[src/rtl/rl_pkg.sv]
// Package: shared types for the request rate limiter.
// Assumes: nothing beyond IEEE 1800-2017.
package rl_pkg;
    // Decoded meaning of the programmed spacing value
    typedef struct packed {
        logic halt;        // all-ones code: stop every request
        logic unthrottled; // zero: no spacing at all
    } rl_flags_t;
endpackage

[src/rtl/rl_spacing_reg.sv]
// Module: rl_spacing_reg
// Holds the software-written spacing value and decodes its two special codes.
// Assumes: a write becomes visible in the cycle after the strobe.
module rl_spacing_reg
    import rl_pkg::*;
#(
    parameter int SPACE_W = 16
) (
    input  logic               clk,
    input  logic               rst_n,
    input  logic               wr_en,
    input  logic [SPACE_W-1:0] wr_data,
    output logic [SPACE_W-1:0] spacing,
    output rl_flags_t          flags
);
    localparam logic [SPACE_W-1:0] HALT_CODE = {SPACE_W{1'b1}};

    logic [SPACE_W-1:0] spacing_q;

    // Capture the written spacing value
    always_ff @(posedge clk) begin
        if (!rst_n) begin
            spacing_q <= '0;
        end else if (wr_en) begin
            spacing_q <= wr_data;
        end
    end

    // Decode the special spacing codes
    always_comb begin
        flags.halt        = (spacing_q == HALT_CODE);
        flags.unthrottled = (spacing_q == '0);
    end

    assign spacing = spacing_q;
endmodule

[src/rtl/rl_gap_timer.sv]
// Module: rl_gap_timer
// Counts down the gap that must follow a grant. With spacing N the next
// grant may come N cycles after this one, so the counter is loaded with N-1.
// Assumes: the halt code clears any running gap, so leaving halt needs no wait.
module rl_gap_timer
    import rl_pkg::*;
#(
    parameter int SPACE_W = 16
) (
    input  logic               clk,
    input  logic               rst_n,
    input  logic               start,
    input  logic [SPACE_W-1:0] spacing,
    input  rl_flags_t          flags,
    output logic [SPACE_W-1:0] count,
    output logic               expired
);
    logic [SPACE_W-1:0] cnt_q;
    logic [SPACE_W-1:0] reload;

    // Reload value for a new gap
    always_comb begin
        reload = flags.unthrottled ? '0 : spacing - 1'b1;
    end

    // Load on grant, count down otherwise, clear while halted
    always_ff @(posedge clk) begin
        if (!rst_n) begin
            cnt_q <= '0;
        end else if (flags.halt) begin
            cnt_q <= '0;
        end else if (start) begin
            cnt_q <= reload;
        end else if (cnt_q != '0) begin
            cnt_q <= cnt_q - 1'b1;
        end
    end

    assign count   = cnt_q;
    assign expired = (cnt_q == '0);
endmodule

[src/rtl/rl_req_gate.sv]
// Module: rl_req_gate
// Passes the channel request downstream when the gate is open and keeps
// a raised downstream request up until it is granted.
// Assumes: the channel holds up_req until up_rdy.
module rl_req_gate (
    input  logic clk,
    input  logic rst_n,
    input  logic up_req,
    input  logic open,
    input  logic dn_gnt,
    output logic dn_req,
    output logic up_rdy,
    output logic blocked
);
    logic pend_q;

    // Remember a raised request that was not yet granted
    always_ff @(posedge clk) begin
        if (!rst_n) begin
            pend_q <= 1'b0;
        end else begin
            pend_q <= dn_req & ~dn_gnt;
        end
    end

    // Request, acknowledge and hold-back status
    always_comb begin
        dn_req  = pend_q | (up_req & open);
        up_rdy  = dn_req & dn_gnt;
        blocked = up_req & ~dn_req;
    end
endmodule

[src/rtl/rl_rate_limiter.sv]
// Module: rl_rate_limiter (top)
// Enforces a programmable minimum number of clock cycles between granted
// requests of one DMA channel. Spacing 0 means unthrottled, all-ones halts.
// Assumes: a single clock domain and synchronous active-low reset.
module rl_rate_limiter
    import rl_pkg::*;
#(
    parameter int SPACE_W = 16
) (
    input  logic               clk,
    input  logic               rst_n,
    input  logic               cfg_wr,
    input  logic [SPACE_W-1:0] cfg_wdata,
    input  logic               up_req,
    output logic               up_rdy,
    output logic               dn_req,
    input  logic               dn_gnt,
    output logic               st_idle,
    output logic               st_blocked
);
    logic [SPACE_W-1:0] spacing_q;
    logic [SPACE_W-1:0] gap_cnt;
    rl_flags_t          flags;
    logic               gap_done;
    logic               gate_open;
    logic               granted;

    rl_spacing_reg #(.SPACE_W(SPACE_W)) u_reg (
        .clk     (clk),
        .rst_n   (rst_n),
        .wr_en   (cfg_wr),
        .wr_data (cfg_wdata),
        .spacing (spacing_q),
        .flags   (flags)
    );

    rl_gap_timer #(.SPACE_W(SPACE_W)) u_timer (
        .clk     (clk),
        .rst_n   (rst_n),
        .start   (granted),
        .spacing (spacing_q),
        .flags   (flags),
        .count   (gap_cnt),
        .expired (gap_done)
    );

    rl_req_gate u_gate (
        .clk     (clk),
        .rst_n   (rst_n),
        .up_req  (up_req),
        .open    (gate_open),
        .dn_gnt  (dn_gnt),
        .dn_req  (dn_req),
        .up_rdy  (up_rdy),
        .blocked (st_blocked)
    );

    // Gate opens once the gap ran out and the channel is not halted
    always_comb begin
        gate_open = gap_done & ~flags.halt;
        granted   = dn_req & dn_gnt;
        st_idle   = ~dn_req & gap_done;
    end
endmodule

[config.mk]
export PLATFORM = sky130hd
export DESIGN_NAME = rl_rate_limiter
export DESIGN_NICKNAME = d
export VERILOG_FILES = /design/src/rtl/rl_pkg.sv /design/src/rtl/rl_spacing_reg.sv /design/src/rtl/rl_gap_timer.sv /design/src/rtl/rl_req_gate.sv /design/src/rtl/rl_rate_limiter.sv
export SDC_FILE = /design/constraint.sdc
export NUM_CORES = 1
export LEC_CHECK = 0
export ABC_AREA = 1
export BUFFER_PORTS_ARGS = -buffer_cell sky130_fd_sc_hd__buf_2
export CAP_MARGIN = 20
export CORE_MARGIN = 2
export CORE_UTILIZATION = 37
export DETAILED_ROUTE_END_ITERATION = 8
export PLACE_DENSITY_LB_ADDON = 0.05
export SYNTH_ARGS = -nofsm -noshare
export SYNTH_HDL_FRONTEND = slang
export SYNTH_SLANG_ARGS = --single-unit
[constraint.sdc]
create_clock -name clk -period 1.65 [get_ports clk]
set_input_delay 0.33 -clock clk [delete_from_list [all_inputs] [get_ports clk]]
set_output_delay 0.33 -clock clk [all_outputs]
set_load 0.02 [all_outputs]
==> impl_metrics.py <==
metrics = {
    "global_routing": {
        "first_global_vias": 2341,
        "grt_util_all_layers": 0.212,
        "antenna_found_initial": 0,
        "grt_max_degree": 25,
        "overflow": 0,
        "grt_pass1_wl_mm": 10.7,
    },
    "routing": {
        "routed.top_layer": "met4",
        "via_per_inst": 4.65,
        "wl_per_cell_um": 12.5,
        "drc": 1,
        "dr_total_vias": 2450,
        "detail-route-antenna-nets": 0,
        "dr_wl_met2_mm": 3.34,
        "wirelength_mm": 6.60,
        "drt_iter0_markers": 88,
        "dr.pass1.iters": 6,
        "wirelength_met1_mm": 2.98,
        "routed-wl-met3_um": 145,
    },
    "setup_path": {
        "crit_chain": "ha_4 -> inv_2 -> nor2_1 -> nand2_1 -> nor2_4 -> o21bai_4 -> buf_6 -> nor2_4 -> buf_6",
        "crit_type": "flop to output port",
        "slowest_stage": "dfxtp_4",
        "cp_max_fo": 3,
        "cpPeakStageDelay_ps": 360,
        "ff2ff_setup_slack_ps": -160,
        "crit_path_start_kind": "flop",
        "cp.arrival_ps": 1570,
        "cp.required_ps": 1320,
        "end_kind": "output port",
    },
    "sta": {
        "final.period_utilization": 1.15,
        "finClkSkew_ps": 3.83,
        "slew_violations": 0,
        "fin_crit_ps": 1900,
        "hold_viol": 0,
        "tightest_slew_ps": 422,
        "max_freq_mhz": 527,
        "final.setup.worst_slack_ps": -247,
        "relSlewSlack": 0.717,
        "finalSetupViolCount": 13,
        "rsz0062_at_grt": "yes",
    },
    "synthesis": {
        "syn_nets": 372,
        "yosysSeqAreaShare": 0.296,
        "ys_warn_count": 0,
        "yosys_register_bits": 33,
        "synthCells": 346,
        "synth_cell_type_count": 32,
        "synth_top_area_cell": "dfxtp_1",
        "yosys.area.top_type_share": 0.296,
        "syn-cell-area_um2": 2230,
        "syn_area_per_cell_um2": 6.44,
        "synth.area.top_cells": "dfxtp_1, nor2_1, nand2_1",
    },
    "run_status": {
        "violations": "design-rule violations, negative setup slack",
        "run_status": "finished, violations left",
    },
    "clock_tree": {
        "clk_latency_ps": 280,
        "clkSinkCount": 33,
        "cts_tree": "done",
        "cts.root.buffer_cell": "clkbuf_8",
        "clockBufferDepth": 2,
        "cts_buffers": 5,
        "htree_levels": 2,
        "cts.clk_slew.worst_paths_ps": 70,
    },
    "cells_and_area": {
        "syn2layout_area_growth_pct": 59.3,
        "fin_nets": 477,
        "n_antenna_cell": 0,
        "layout-drive-gt1-share": 0.442,
        "num-fill-cells": 568,
    },
    "min_path": {
        "hold_class": "input pin to flop",
    },
    "power": {
        "p_leak_nw": 1.64,
        "power_mw": 4.87,
        "p_per_area_nw_per_um2": 1370,
        "peakVddDrop_uv": 897,
    },
    "placed_design": {
        "pre_cts_ws_ps": -66.7,
        "dp_hpwl_mm": 4.84,
        "port-buffer-count": 24,
        "place_congestion": 0.822,
    },
    "floorplan": {
        "die_y_um": 81.6,
        "initial_utilization": 0.379,
        "fp-row-count": 28,
        "core_um2": 5890,
        "die_w_um": 81.6,
        "boundaryPins": 25,
        "dieArea_um2": 6660,
    },
    "job": {
        "drv_cap": 0,
    },
}
[through the flow]
stage                util  cell area [um2]  TNS (ps)  hold WS [ps]  std cells
CTS                 0.536             3150     -1060           264        515
detailed placement  0.487             2870      -257           522        494
global placement    0.487             2870      -121           525        494
global route        0.603             3550     -2910           287        527
finish              0.603             3550     -1210           271        527
floorplan               -             2250         0           409        346
[path summary, 6_finish.rpt]
kind,from,endpoint,cells past startpoint
worst min register to register,u_reg.spacing[5],u_reg.spacing[5],2
worst max-delay path,u_reg.spacing[1],st_idle,9
worst min-delay path,cfg_wdata[13],u_reg.spacing[13],3
worst max register to register,u_timer.count[13],u_gate.pend_q,13
[cells in the mapped netlist, drive strengths merged]
master,count
clkbuf,4
nor3,5
buf,5
o21ai,39
nand3,23
ha,5
nand4,5
or2,3
a21oi,22
a31oi,1
o21bai,2
o211ai,1
nor2,73
xor2,13
xnor2,2
nand3b,1
nor4,1
dfxtp,33
inv,40
nand2,68
[report_power, final]
group | leakage [nW] | internal [mW] | switching (mW)
registers | 0.278 | 0.969 | 0.152
clock network | 0.0395 | 0.300 | 0.282
logic | 1.32 | 1.57 | 1.60
total | 1.64 | 2.84 | 2.03
[sequential cells by signal, summed over array words and instances (netlist names)]
name / cells
u_gate.pend_q: 1
u_reg.spacing: 16
u_timer.count: 16
[kinds of logic (layout without fill, tap and decap cells)]
group,Yosys count,in the layout,share of synthesized area
compound gates,65,65,0.168
xor+xnor,15,15,0.0590
fa+ha+maj,5,5,0.0281
buf+inv,49,155,0.0921
flops,33,33,0.296
simple gates,179,179,0.356
[per-layer routing]
metal | vias to the layer above | global-route usage
met5 | - | 0
met4 | 0 | 0.0550
met3 | 9 | 0.0275
met2 | 39 | 0.380
met1 | 1077 | 0.267
li1 | 1325 | -
[what timing repair did]
action,4_1_cts,5_1_grt
gates cloned,0,2
hold buffers,0,0
buffers inserted,13,11
gates resized for setup,36,71
setup endpoints to repair,13,21
pin swaps,11,27
[area by class of cell]
cell class	count	area [um2]	area share
clock buffers	8	80.1	0.0226
inverters	40	163	0.0458
multi-input cells	264	1660	0.467
flip-flops and latches	33	683	0.192
well taps	75	93.8	0.0264
repair buffers	107	875	0.246
[critical path: cells and delay by family (launching register included)]
| kind | cells | cell delay (ps) |
|---|---|---|
| compound gates | 1 | 100 |
| buf+inv | 3 | 280 |
| simple gates | 4 | 420 |
| fa+ha+maj | 1 | 130 |
| flops | 1 | 360 |
[placed cells by master (no fill, tap or decap), types with 13 or more instances in the layout]
master and instances:
o21ai_0 21, o21ai_2 15, buf_2 20, a21oi_1 20, inv_1 33, dfxtp_1 19
buf_4 71, nor2_1 55, xor2_1 13, nand3_1 18, nand2_1 57
Power figures use the tool's default switching activity.
